--- config.mk ---
export PLATFORM = sky130hd
export DESIGN_NAME = agu_dispatch
export DESIGN_NICKNAME = d
export VERILOG_FILES = /design/src/rtl/agu_pkg.sv /design/src/rtl/agu_select.sv /design/src/rtl/agu_unit.sv /design/src/rtl/agu_sat_counter.sv /design/src/rtl/agu_dispatch.sv
export SDC_FILE = /design/constraint.sdc
export NUM_CORES = 2
export LEC_CHECK = 0
export ABC_AREA = 1
export BUFFER_PORTS_ARGS = -buffer_cell sky130_fd_sc_hd__buf_2
export CELL_PAD_IN_SITES_DETAIL_PLACEMENT = 1
export CELL_PAD_IN_SITES_GLOBAL_PLACEMENT = 2
export CORE_MARGIN = 1.5
export CORE_UTILIZATION = 29
export DETAILED_ROUTE_END_ITERATION = 7
export HOLD_SLACK_MARGIN = 0.08
export PLACE_DENSITY = 0.83
export SLEW_MARGIN = 10
export SYNTH_ARGS = -nofsm -noshare
export SYNTH_HDL_FRONTEND = slang
export SYNTH_HIERARCHICAL = 1
export SYNTH_SLANG_ARGS = --single-unit
--- constraint.sdc ---
create_clock -name clk -period 3.35 [get_ports clk]
set_clock_uncertainty 0.1 [all_clocks]
set_input_delay 0.67 -clock clk [delete_from_list [all_inputs] [get_ports clk]]
set_output_delay 0.67 -clock clk [all_outputs]
set_load 0.01 [all_outputs]
--- src/rtl/agu_pkg.sv ---
package agu_pkg;
  localparam int NUM_UNITS  = 3;
  localparam int STORE_UNIT = 2;
  localparam int SCALE_W    = 2;
endpackage

--- src/rtl/agu_select.sv ---
module agu_select #(
  parameter int Q_DEPTH = 4,
  parameter int IDX_W   = $clog2(Q_DEPTH)
) (
  input  logic [Q_DEPTH-1:0]                      valid,
  input  logic [Q_DEPTH-1:0]                      is_store,
  input  logic [Q_DEPTH-1:0]                      has_idx,
  output logic [agu_pkg::NUM_UNITS-1:0]           pick_valid,
  output logic [agu_pkg::NUM_UNITS-1:0][IDX_W-1:0] pick_idx,
  output logic [Q_DEPTH-1:0]                      grant
);
  import agu_pkg::*;

  logic             st_found;
  logic [IDX_W-1:0] st_sel;
  logic [1:0]       n_full;
  logic [IDX_W-1:0] full0, full1;

  always_comb begin
    st_found = 1'b0;
    st_sel   = '0;
    for (int i = 0; i < Q_DEPTH; i++) begin
      if (!st_found && valid[i] && is_store[i] && !has_idx[i]) begin
        st_found = 1'b1;
        st_sel   = IDX_W'(i);
      end
    end
    n_full = 2'd0;
    full0  = '0;
    full1  = '0;
    for (int i = 0; i < Q_DEPTH; i++) begin
      if (valid[i] && !(st_found && st_sel == IDX_W'(i))) begin
        if (n_full == 2'd0) begin
          full0  = IDX_W'(i);
          n_full = 2'd1;
        end else if (n_full == 2'd1) begin
          full1  = IDX_W'(i);
          n_full = 2'd2;
        end
      end
    end
    pick_valid[0]          = (n_full != 2'd0);
    pick_valid[1]          = (n_full == 2'd2);
    pick_valid[STORE_UNIT] = st_found;
    pick_idx[0]            = full0;
    pick_idx[1]            = full1;
    pick_idx[STORE_UNIT]   = st_sel;
    for (int i = 0; i < Q_DEPTH; i++) begin
      grant[i] = 1'b0;
      for (int u = 0; u < NUM_UNITS; u++) begin
        if (pick_valid[u] && pick_idx[u] == IDX_W'(i)) grant[i] = 1'b1;
      end
    end
  end
endmodule

--- src/rtl/agu_unit.sv ---
module agu_unit #(
  parameter bit SIMPLE = 1'b0,
  parameter int ADDR_W = 64,
  parameter int DISP_W = 32,
  parameter int TAG_W  = 4
) (
  input  logic                        clk,
  input  logic                        rst_n,
  input  logic                        take,
  input  logic [ADDR_W-1:0]           base,
  input  logic [ADDR_W-1:0]           index,
  input  logic [agu_pkg::SCALE_W-1:0] scale,
  input  logic                        has_idx,
  input  logic [DISP_W-1:0]           disp,
  input  logic [TAG_W-1:0]            tag,
  output logic                        res_valid,
  output logic [ADDR_W-1:0]           res_addr,
  output logic [TAG_W-1:0]            res_tag
);
  logic [ADDR_W-1:0] idx_term;
  logic [ADDR_W-1:0] disp_ext;
  logic [ADDR_W-1:0] addr_nxt;

  generate
    if (SIMPLE) begin : g_simple
      assign idx_term = '0;
    end else begin : g_full
      assign idx_term = has_idx ? (index << scale) : '0;
    end
  endgenerate

  always_comb begin
    disp_ext = {{(ADDR_W-DISP_W){disp[DISP_W-1]}}, disp};
    addr_nxt = base + idx_term + disp_ext;
  end

  always_ff @(posedge clk or negedge rst_n) begin
    if (!rst_n) begin
      res_valid <= 1'b0;
      res_addr  <= '0;
      res_tag   <= '0;
    end else begin
      res_valid <= take;
      if (take) begin
        res_addr <= addr_nxt;
        res_tag  <= tag;
      end
    end
  end
endmodule

--- src/rtl/agu_sat_counter.sv ---
module agu_sat_counter #(
  parameter int CNT_W = 32
) (
  input  logic             clk,
  input  logic             rst_n,
  input  logic             inc,
  output logic [CNT_W-1:0] count
);
  logic [CNT_W-1:0] count_nxt;
  logic             bump;

  always_comb begin
    bump      = inc && !(&count);
    count_nxt = count + CNT_W'(1);
  end

  always_ff @(posedge clk or negedge rst_n) begin
    if (!rst_n)    count <= '0;
    else if (bump) count <= count_nxt;
  end
endmodule

--- src/rtl/agu_dispatch.sv ---
module agu_dispatch #(
  parameter int Q_DEPTH = 4,
  parameter int ADDR_W  = 64,
  parameter int DISP_W  = 32,
  parameter int TAG_W   = 4,
  parameter int CNT_W   = 32
) (
  input  logic                                  clk,
  input  logic                                  rst_n,
  input  logic [Q_DEPTH-1:0]                    in_valid,
  input  logic [Q_DEPTH-1:0]                    in_store,
  input  logic [Q_DEPTH-1:0]                    in_has_idx,
  input  logic [Q_DEPTH-1:0][ADDR_W-1:0]        in_base,
  input  logic [Q_DEPTH-1:0][ADDR_W-1:0]        in_index,
  input  logic [Q_DEPTH-1:0][1:0]               in_scale,
  input  logic [Q_DEPTH-1:0][DISP_W-1:0]        in_disp,
  input  logic [Q_DEPTH-1:0][TAG_W-1:0]         in_tag,
  output logic [Q_DEPTH-1:0]                    out_grant,
  output logic [2:0]                            out_valid,
  output logic [2:0][ADDR_W-1:0]                out_addr,
  output logic [2:0][TAG_W-1:0]                 out_tag,
  output logic [2:0][CNT_W-1:0]                 out_count
);
  import agu_pkg::*;

  localparam int IDX_W = (Q_DEPTH > 1) ? $clog2(Q_DEPTH) : 1;

  logic [NUM_UNITS-1:0]            pick_valid;
  logic [NUM_UNITS-1:0][IDX_W-1:0] pick_idx;

  agu_select #(.Q_DEPTH(Q_DEPTH), .IDX_W(IDX_W)) u_select (
    .valid      (in_valid),
    .is_store   (in_store),
    .has_idx    (in_has_idx),
    .pick_valid (pick_valid),
    .pick_idx   (pick_idx),
    .grant      (out_grant)
  );

  generate
    for (genvar g = 0; g < NUM_UNITS; g++) begin : g_unit
      agu_unit #(
        .SIMPLE (g == STORE_UNIT),
        .ADDR_W (ADDR_W),
        .DISP_W (DISP_W),
        .TAG_W  (TAG_W)
      ) u_unit (
        .clk       (clk),
        .rst_n     (rst_n),
        .take      (pick_valid[g]),
        .base      (in_base[pick_idx[g]]),
        .index     (in_index[pick_idx[g]]),
        .scale     (in_scale[pick_idx[g]]),
        .has_idx   (in_has_idx[pick_idx[g]]),
        .disp      (in_disp[pick_idx[g]]),
        .tag       (in_tag[pick_idx[g]]),
        .res_valid (out_valid[g]),
        .res_addr  (out_addr[g]),
        .res_tag   (out_tag[g])
      );

      agu_sat_counter #(.CNT_W(CNT_W)) u_count (
        .clk   (clk),
        .rst_n (rst_n),
        .inc   (pick_valid[g]),
        .count (out_count[g])
      );
    end
  endgenerate
endmodule

==> impl_metrics.toml <==
[place]
dp_cells = 14610
dpl.hpwl_um = 319600
post-place-ws_ns = -3.070
portBuffers = 984
gp_congestion = 1.063

[global_routing]
grt_max_degree = 54
grtUsageTotal_pct = 39.48
grt_pass1_wl_um = 537800
globalRoute.totalOverflow = 0
antenna_found_initial = 19
grt_pass1_vias = 77498

[critical_path]
path_class = "in -> reg"
crit_fanout = 14
rrSetupSlack_ns = 1.05
startpoint_type = "input pin"
r2r_end = "g_unit[1].u_count/count[11]$_DFFE_PN0P_"
cp.arrival_ns = 5.86
timing.rr.start = "g_unit[1].u_count/count[0]$_DFFE_PN0P_"
critPathBufInv = 9
cp_slowest_stage_delay_ns = 0.49
critPathTopFamily = "simple AND/OR/NAND/NOR gates"
critPathCaptureType = "register"
endpoint = "g_unit[1].u_unit/res_addr[57]$_DFFE_PN0P_"
required_ns = 3.78
setup.worst_path.start = "in_has_idx[1]"
path_depth = 36
critical-path-slowest-cell = "fa_1"
crit_top_cell = "nand2_1"
r2r_cells = 9

[power]
irDropWorstVdd_mv = 0.5214
p_per_area_nw_per_um2 = 807.0
p_leak_nw = 47.00

[sta]
setup_viol = 195
slew_violations = 0
min_period_over_period_pct = 162.0
setup_ws_ns = -2.078
fin_crit_ns = 5.428
clock.fmax_mhz = 184.2
tns_ns = -282.56
maxSlewHeadroom_pct = 61.28
worstMarginPinSlew_ns = 0.5794
final_hold_viol_count = 0
rsz0062_at_grt = "yes"

[routing]
drt-initial-drc-count = 5896
wire_per_inst_um = 25.92
drcViolationCount = 0
drt_wl_total_um = 385000
ant_nets = 0
num_vias = 76291
firstDrtPassIters = 6
drt-vias-per-instance = 5.136

[cells_and_area]
syn2layout_area_growth_pct = 55.39
utilization_pct = 45.26
nFillCells = 24788
seqCellArea_sq_um = 7582
drive_gt1_share_pct = 31.31
final_common_cell = "nand2_1"
multiInputGateArea_sq_um = 43400
stdcell_count = 14854
final_nets = 13357
final_cell_mix = "4,388 x nand2_1, 1,681 x inv_1, 1,326 x buf_4, 1,111 x nand3_1, 981 x buf_2"

[yosys]
syn_area_sq_um = 53270
yosysWarningCount = 6
syn-num-nets = 11123
synthCells = 10118
avgSynthCellArea_sq_um = 5.265

[floorplanning]
rows = 157
coreArea_sq_um = 182900
initial_core_util_pct = 29.13
dieWidth_um = 431.6
die_h_um = 431.6
num_io_pins = 985
dieArea_sq_um = 186300

[job]
max-cap-violations = 0

[clock_network]
numClockSinks = 303
path_clk_slew_ns = 0.06
cts_made_buffers = 43
root_buffer = "clkbuf_16"
cts_tree = "yes"
clk_latency_ns = 0.66
clock_path_buffers = 3
htreeDepth = 2

[worst_hold_path]
hp-class = "reg -> reg"

[status]
status = "complete, but fails checks"
violations = "negative setup slack"
metrics by stage:
step | hold slack, ns | area, sq um | power [mW]
after floorplan | 0.2744 | 55770 | 30.60
after global placement | 0.3513 | 74420 | 52.92
after detailed placement | 0.3578 | 74420 | 53.63
after CTS | 0.3585 | 80460 | 63.54
after global routing | 0.3946 | 82770 | 70.36
final | 0.3653 | 82780 | 66.80
cell type report:
class,count,area share (%)
multi-input cells,7628,52.43
repair buffers,2588,24.60
flip-flops and latches,303,9.160
inverters,1787,8.203
well taps,2464,3.724
clock buffers,56,1.407
clock inverters,21,0.4459
diodes,6,0.01814
repair inverters,1,0.01058
worst min-delay path by stage:
stage | from | end | slack, ns | cells past startpoint
finish | g_unit[2].u_unit/res_addr[1]$_DFFE_PN0P_ | g_unit[2].u_unit/res_addr[1]$_DFFE_PN0P_ | 0.37 | 2
global route | g_unit[2].u_unit/res_tag[3]$_DFFE_PN0P_ | g_unit[2].u_unit/res_tag[3]$_DFFE_PN0P_ | 0.39 | 2
CTS | in_tag[3] | g_unit[0].u_unit/res_tag[3]$_DFFE_PN0P_ | 0.36 | 7
detailed placement | g_unit[2].u_unit/res_addr[0]$_DFFE_PN0P_ | g_unit[2].u_unit/res_addr[0]$_DFFE_PN0P_ | 0.36 | 2
global placement | g_unit[2].u_unit/res_addr[0]$_DFFE_PN0P_ | g_unit[2].u_unit/res_addr[0]$_DFFE_PN0P_ | 0.35 | 2
floorplan | rst_n | g_unit[0].u_count/count[0]$_DFFE_PN0P_ | 0.27 | 0
metal layers:
layer  vias up  track usage [%]  wire (um)
li1      35090                -          -
met1     37581            50.31     160800
met2      2757            63.38     172300
met3       839            5.413      22950
met4        24            23.36      28800
met5         -                0        154
flip-flops by register name (all words and copies together) (netlist names):
register / flops
g_unit.u_unit/res_tag: 12
g_unit.u_unit/res_valid: 3
g_unit.u_unit/res_addr: 192
g_unit.u_count/count: 96
worst register-to-register path, stage by stage (launching register included):
cell and delay [ns]:
dfrtp_1 0.47, ha_1 0.26, nand3_1 0.24, inv_2 0.14, nand2_2 0.08, nor2_4 0.19
nand3_4 0.21, nand2_4 0.32, nand2_1 0.13, nand2_1 0.09
where the power goes:
group	switching, mW	leakage [nW]	internal, mW
Sequential	1.28	3.82	4.99
Clock	2.08	0.745	3.09
Combinational	32.8	42.4	22.6
Total	36.2	47.0	30.6
repair_timing:
action,CTS,global route
hold buffers,1,0
resized for setup,761,357
cloned,19,17
endpoints found under the setup margin,198,196
pin swaps,189,88
buffers inserted,87,44
hold endpoints to repair,42,0
Power figures use the tool's default switching activity.
